$ cat config.mk
export PLATFORM = sky130hd
export DESIGN_NAME = usb_gctl_seq
export DESIGN_NICKNAME = d
export VERILOG_FILES = /design/src/rtl/usb_gctl_pkg.sv /design/src/rtl/usb_gctl_span.sv /design/src/rtl/usb_gctl_regs.sv /design/src/rtl/usb_gctl_seq.sv
export SDC_FILE = /design/constraint.sdc
export NUM_CORES = 1
export LEC_CHECK = 0
export ABC_CLOCK_PERIOD_IN_PS = 2650
export BUFFER_PORTS_ARGS = -buffer_cell sky130_fd_sc_hd__buf_2
export CORE_UTILIZATION = 58
export DETAILED_ROUTE_END_ITERATION = 8
export GPL_ROUTABILITY_DRIVEN = 0
export GPL_TIMING_DRIVEN = 0
export PLACE_DENSITY = 0.8
export SYNTH_ARGS = -nofsm -noshare
export SYNTH_HDL_FRONTEND = slang
export SYNTH_SLANG_ARGS = --single-unit
$ cat constraint.sdc
create_clock -name clk -period 2.65 [get_ports clk]
set_clock_uncertainty 0.05 [all_clocks]
set_input_delay 0.53 -clock clk [delete_from_list [all_inputs] [get_ports clk]]
set_output_delay 0.53 -clock clk [all_outputs]
set_load 0.01 [all_outputs]
$ cat src/rtl/usb_gctl_pkg.sv
package usb_gctl_pkg;

    typedef enum logic [1:0] {
        BUS_ACTIVE  = 2'd0,
        BUS_SUSPEND = 2'd1,
        BUS_RESUME  = 2'd2
    } bus_state_t;

    // Bit positions of the control byte (software-visible layout)
    localparam int B_EN       = 7;
    localparam int B_CLKSTOP  = 6;
    localparam int B_WAKE_REQ = 5;
    localparam int B_RSV      = 4;
    localparam int B_RSM      = 3;
    localparam int B_WAKE_EN  = 2;
    localparam int B_CFG      = 1;
    localparam int B_ADDR_OK  = 0;

    // Bits the CPU may write; reserved and status bits excluded
    localparam logic [7:0] CPU_WR_MASK = 8'b1110_0111;

endpackage

$ cat src/rtl/usb_gctl_span.sv
module usb_gctl_span #(
    parameter int LIMIT = 32
) (
    input  logic clk,
    input  logic rst_n,
    input  logic cond,
    input  logic tick,
    output logic reached
);
    localparam int CW = $clog2(LIMIT + 1);
    localparam logic [CW-1:0] LIM = CW'(LIMIT);

    logic [CW-1:0] cnt_q;

    // Counts ticks while cond holds; any break reloads to zero
    always_ff @(posedge clk or negedge rst_n) begin
        if (!rst_n) begin
            cnt_q <= '0;
        end else if (!cond) begin
            cnt_q <= '0;
        end else if (tick && (cnt_q != LIM)) begin
            cnt_q <= cnt_q + 1'b1;
        end
    end

    assign reached = (cnt_q == LIM);
endmodule

$ cat src/rtl/usb_gctl_regs.sv
module usb_gctl_regs
    import usb_gctl_pkg::*;
(
    input  logic       clk,
    input  logic       rst_n,
    input  logic       wr_en,
    input  logic [7:0] wr_data,
    input  logic       bus_rst,
    input  logic       resume_done,
    output logic [7:0] ctrl
);
    logic [7:0] cfg_q;
    logic       rsm_q;
    logic       arm_q;
    logic       arm;

    assign arm = cfg_q[B_EN] & cfg_q[B_WAKE_REQ] & cfg_q[B_WAKE_EN];

    always_ff @(posedge clk or negedge rst_n) begin
        if (!rst_n) begin
            cfg_q <= '0;
            rsm_q <= 1'b0;
            arm_q <= 1'b0;
        end else begin
            if (wr_en) begin
                cfg_q <= wr_data & CPU_WR_MASK;
            end
            if (bus_rst) begin
                cfg_q[B_CFG]     <= 1'b0;
                cfg_q[B_ADDR_OK] <= 1'b0;
            end
            arm_q <= arm;
            if (!cfg_q[B_EN] || resume_done) begin
                rsm_q <= 1'b0;
            end else if (arm && !arm_q) begin
                rsm_q <= 1'b1;
            end
        end
    end

    // cfg_q[4:3] are masked on write and stay zero
    assign ctrl = {cfg_q[B_EN], cfg_q[B_CLKSTOP], cfg_q[B_WAKE_REQ], cfg_q[B_RSV],
                   cfg_q[B_RSM] | (rsm_q & cfg_q[B_EN]),
                   cfg_q[B_WAKE_EN], cfg_q[B_CFG], cfg_q[B_ADDR_OK]};
endmodule

$ cat src/rtl/usb_gctl_seq.sv
module usb_gctl_seq
    import usb_gctl_pkg::*;
#(
    parameter int IDLE_TICKS   = 36000,
    parameter int RST_TICKS    = 32,
    parameter int DWELL_TICKS  = 60000,
    parameter int RESUME_TICKS = 120000,
    parameter int ADDR_W       = 7
) (
    input  logic              clk,
    input  logic              rst_n,
    input  logic              wr_en,
    input  logic [7:0]        wr_data,
    output logic [7:0]        rd_data,
    input  logic              tick_12m,
    input  logic              line_se0,
    input  logic              line_j,
    input  logic              line_k,
    input  logic [ADDR_W-1:0] prog_addr,
    output logic [ADDR_W-1:0] func_addr,
    output logic              xcvr_en,
    output logic              clk_en,
    output logic              clk48_en,
    output logic              drive_k,
    output logic              suspended,
    output logic              bus_reset
);
    bus_state_t state_q, state_d;
    logic [7:0] ctrl;
    logic       ctl_en;
    logic       idle_hit, rst_hit, dwell_hit, res_hit;
    logic       wake_go, resume_done, bus_rst_int;

    assign ctl_en      = ctrl[B_EN];
    assign bus_rst_int = ctl_en & rst_hit;
    assign resume_done = (state_q == BUS_RESUME) & res_hit;
    assign wake_go     = ctrl[B_RSM] & ctrl[B_WAKE_REQ] & ctrl[B_WAKE_EN]
                       & ~ctrl[B_CLKSTOP] & dwell_hit;

    usb_gctl_regs u_regs (
        .clk         (clk),
        .rst_n       (rst_n),
        .wr_en       (wr_en),
        .wr_data     (wr_data),
        .bus_rst     (bus_rst_int),
        .resume_done (resume_done),
        .ctrl        (ctrl)
    );

    usb_gctl_span #(.LIMIT(IDLE_TICKS)) u_idle (
        .clk(clk), .rst_n(rst_n), .tick(tick_12m),
        .cond(ctl_en && state_q == BUS_ACTIVE && line_j), .reached(idle_hit));

    usb_gctl_span #(.LIMIT(RST_TICKS)) u_se0 (
        .clk(clk), .rst_n(rst_n), .tick(tick_12m),
        .cond(ctl_en && line_se0), .reached(rst_hit));

    usb_gctl_span #(.LIMIT(DWELL_TICKS)) u_dwell (
        .clk(clk), .rst_n(rst_n), .tick(tick_12m),
        .cond(state_q == BUS_SUSPEND), .reached(dwell_hit));

    usb_gctl_span #(.LIMIT(RESUME_TICKS)) u_kdrv (
        .clk(clk), .rst_n(rst_n), .tick(tick_12m),
        .cond(state_q == BUS_RESUME), .reached(res_hit));

    // State register
    always_ff @(posedge clk or negedge rst_n) begin
        if (!rst_n) begin
            state_q <= BUS_ACTIVE;
        end else begin
            state_q <= state_d;
        end
    end

    // Next-state logic
    always_comb begin
        state_d = state_q;
        if (!ctl_en) begin
            state_d = BUS_ACTIVE;
        end else begin
            unique case (state_q)
                BUS_ACTIVE:  if (idle_hit) state_d = BUS_SUSPEND;
                BUS_SUSPEND: begin
                    if (line_k || line_se0) state_d = BUS_ACTIVE;
                    else if (wake_go)       state_d = BUS_RESUME;
                end
                BUS_RESUME:  if (res_hit) state_d = BUS_ACTIVE;
                default:     state_d = BUS_ACTIVE;
            endcase
        end
    end

    // Outputs
    always_comb begin
        rd_data   = ctrl;
        func_addr = ctrl[B_ADDR_OK] ? prog_addr : '0;
        xcvr_en   = ctl_en;
        clk_en    = ctl_en;
        clk48_en  = ctl_en & ~ctrl[B_CLKSTOP];
        drive_k   = ctl_en & (state_q == BUS_RESUME);
        suspended = ctl_en & (state_q == BUS_SUSPEND);
        bus_reset = bus_rst_int;
    end
endmodule

==> metrics.md <==
| Metric | Value |
|---|---|
| H-tree lvl count | `3` |
| GRT Overall Usage | `24.8%` |
| Fraction of power consumed by the clock network | `39.3%` |
| Worst R2R Start | `u_dwell.cnt_q[10]` |
| # rows | `28` |
| Diode count | `0` |
| Fmax | `424 MHz` |
| Io pins | `43` |
| Initial antenna violation count | `0` |
| Final setup TNS | `0 ns` |
| CTS root buffer | `clkbuf_8` |
| Comb power frac | `between 7 and 8%` |
| Chip height | `approximately 80 um` |
| Final net count | `455` |
| Reg2Reg Setup Slack | `0.42 ns` |
| Final min period | `2.36 ns` |
| Mapped Cells | `about 380` |
| CTS tree | `yes` |
| Synth warn | `0` |
| Sequential power share | `53.4%` |
| Slew Viols, Final | `0` |
| Worst hold slack | `0.211 ns` |
| NetSw | `447 uW` |
| Endpoint type of the worst setup path | `output port` |
| Fillers | `between 400 and 500` |
| Post-CTS Repair Setup Buffers | `0` |
| Critical Path AT | `1.78 ns` |
| Worst Setup Start Kind | `flip-flop` |
| Setup Crit Path Kind | `flip-flop to output port` |
| Syn_area_per_cell | `9.45 um^2` |
| Clock insertion delay at the later pin of the skew report | `0.34 ns` |
| Hpwl dp | `5.20 mm` |
| Share of flip-flops with an asynchronous set or reset | `100%` |
| Largest net degree at the start of global routing | `66` |
| R2R depth | `6` |
| Post-route DRC | `0` |
| Die footprint | `about 6500 um^2` |
| Count of final setup violators | `0` |
| TritonCTS buffer count | `9` |
| Worst hold-check path type | `input port to asynchronous set/reset pin` |
| Layout cells sized above 1 | `16.2%` |
| Starting Density | `60.2%` |
| ANT nets after route | `0` |
| Clock slew at reported path FFs | `0.06 ns` |
| WP data required | `slightly above 2 ns` |
| Longest Clk Path Bufs | `2` |
| DIE WIDTH | `80.4 um` |
| Drt first-iter violations | `216` |
| Critical path peak fanout | `10` |
| Max VDD drop | `0.000354 V` |
| Wire per inst | `14.8 um` |
| Area growth syn-to-layout | `12.6%` |
| Synthesized cell area | `3560 um^2` |
| Yosys top cell area share | `45.7%` |
| First-pass DRT Iterations | `4` |
| PostCTS Resize Cnt | `0` |
| Largest cells by area after synthesis | `dfrtp_1 46%, a21oi_1 3.9%, nor2_1 3.7%, xnor2_1 3.2%, or3_1 3.2%` |
| R2R Path End | `u_dwell.cnt_q[1]` |
| GR Overflow Total | `0` |
| Largest area contributor in the netlist | `dfrtp_1` |
| Vias per inst | `5.92` |
| Leakage | `1.66 nW` |
| Worst setup path end | `suspended` |
| Seq/Total Area, Yosys | `a little under half` |
| Crit share post-route | `88.9%` |
| RSZ-0062 raised after global routing | `no` |
| First-pass GRT wire length | `around 12 mm` |
| Status | `finished, final reports clean` |
| Final hold vios | `0` |
| Post-synth EDFFs | `0` |
| Relative slew slack | `between 40% and 50%` |
| PD cells | `between 400 and 500 nW/um^2` |
| Core Region | `5920 um^2` |
| Sw frac | `23.4%` |
| Syn nets | `407` |
| Critical Path Start | `state_q[1]` |
| Max Cap Violations | `0` |
| Worst-Margin Slew | `roughly 0.8 ns` |
| Post-CTS Hold Fix Bufs | `0` |
| #FFs+latches synth | `65` |
| Power Internal | `between 1 and 1.5 mW` |
| Vias in the first global route | `2,668` |
| Main synth FF type | `dfrtp_1` |
| DR vias | `2,970` |
| Routed WL | `7.45 mm` |
| Distinct cells, synth | `50` |
| CTS Sinks | `65` |
| IO Port Bufs | `37` |
-- flip-flops by register name, summed over array words and instances (netlist names) --
| register | flops |
|---|---|
| u_idle.cnt_q | 16 |
| state_q | 2 |
| u_regs.rsm_q | 1 |
| u_regs.cfg_q | 6 |
| u_regs.arm_q | 1 |
| u_dwell.cnt_q | 16 |
| u_se0.cnt_q | 6 |
| u_kdrv.cnt_q | 17 |
-- per-layer routing --
metal | vias to the layer above | share of wire (%) | global-route usage [%]
met5 | - | 0 | 0
met4 | 0 | 1.6 | 10.0
met3 | 11 | 5.2 | 6.14
met2 | 67 | 49 | 39.8
met1 | 1434 | 44 | 32.0
li1 | 1458 | - | -
-- final cells by class --
cell class / instances / area [um^2] / area share (%)
well taps: 75 / 93.8 / 2.34
flip-flops and latches: 65 / 1630 / 40.5
inverters: 19 / 71.3 / 1.78
multi-input cells: 276 / 1770 / 44.2
repair buffers: 37 / 188 / 4.68
plain buffers: 17 / 91.3 / 2.28
clock buffers: 13 / 169 / 4.21
-- stage by stage --
| stage | area [um^2] | power, mW | util, % | setup WS [ns] | cells |
|---|---|---|---|---|---|
| 2_1_floorplan | 3560 | 1.11 | - | 0.534 | 377 |
| 3_3_place_gp | 3840 | 1.18 | 64.9 | 0.297 | 489 |
| 3_5_place_dp | 3840 | 1.18 | 64.9 | 0.308 | 489 |
| 4_1_cts | 4010 | 1.93 | 67.8 | 0.250 | 502 |
| 5_1_grt | 4010 | 1.98 | 67.8 | 0.124 | 502 |
| 6_report | 4010 | 1.91 | 67.8 | 0.294 | 502 |
-- Yosys cell counts (all sizes together) (3+ instances only) --
cell / instances
dfrtp: 65
nor2: 35
a21oi: 28
nand2: 23
o21ai: 21
inv: 19
or3: 18
nand4: 17
nand3: 14
xnor2: 13
or4: 11
clkbuf: 10
and2: 8
ha: 8
nor4: 8
xor2: 8
buf: 7
nor3: 6
o31ai: 6
and3: 5
and4: 5
mux2i: 5
mux2: 4
nand3b: 3
or2: 3
-- power by group through the flow --
stage	Sequential [mW]	Clock, mW	Combinational, mW
2_1_floorplan	1.04	0	0.0686
3_3_place_gp	1.04	0	0.138
3_5_place_dp	1.04	0	0.142
4_1_cts	1.02	0.769	0.142
5_1_grt	1.02	0.804	0.155
6_report	1.02	0.750	0.140
-- critical path, stage by stage, from the launching register on --
cell	delay, ns
dfrtp_1	0.41
nand2b_1	0.12
clkbuf_1	0.30
clkbuf_1	0.39
nor2_1	0.07
buf_2	0.15
-- cells by family after synthesis --
logic type | count (synthesis) | share of synthesized area [%]
compound gates | 69 | 12.3
fa+ha+maj | 8 | 2.81
buf+inv | 36 | 4.57
mux | 9 | 2.67
flops | 65 | 45.7
simple gates | 168 | 26.8
other cells | 1 | 0.105
xor+xnor | 21 | 5.16
-- cell usage in the layout (no fill, tap or decap), drive strengths merged, types with 2 or more instances in the layout --
master   netlist  final
a21oi         28     28
a2bb2oi        2      2
a31oi          2      2
a41o           2      2
and2           8      8
and3           5      5
and4           5      5
buf            7     44
clkbuf        10     23
dfrtp         65     65
ha             8      8
inv           19     19
mux2           4      4
mux2i          5      5
nand2         23     23
nand2b         2      2
nand3         14     14
nand3b         3      3
nand4         17     17
nor2          35     35
nor2b          2      2
nor3           6      6
nor3b          2      2
nor4           8      8
nor4bb         2      2
o21ai         21     21
o311a          2      2
o31ai          6      6
o41ai          2      2
or2            3      3
or3           18     18
or4           11     11
or4b           2      2
or4bb          2      2
xnor2         13     13
xor2           8      8
-- worst min-delay path by stage --
stage	start	endpoint	cells after the start	slack [ns]
2_1_floorplan	rst_n	state_q[0]	0	0.18
6_report	rst_n	u_dwell.cnt_q[2]	1	0.21
4_1_cts	rst_n	u_dwell.cnt_q[0]	1	0.26
3_5_place_dp	u_regs.cfg_q[2]	u_regs.cfg_q[2]	1	0.47
5_1_grt	rst_n	u_dwell.cnt_q[3]	1	0.32
3_3_place_gp	u_regs.cfg_q[1]	u_regs.cfg_q[1]	2	0.45
Power figures use the tool's default switching activity.
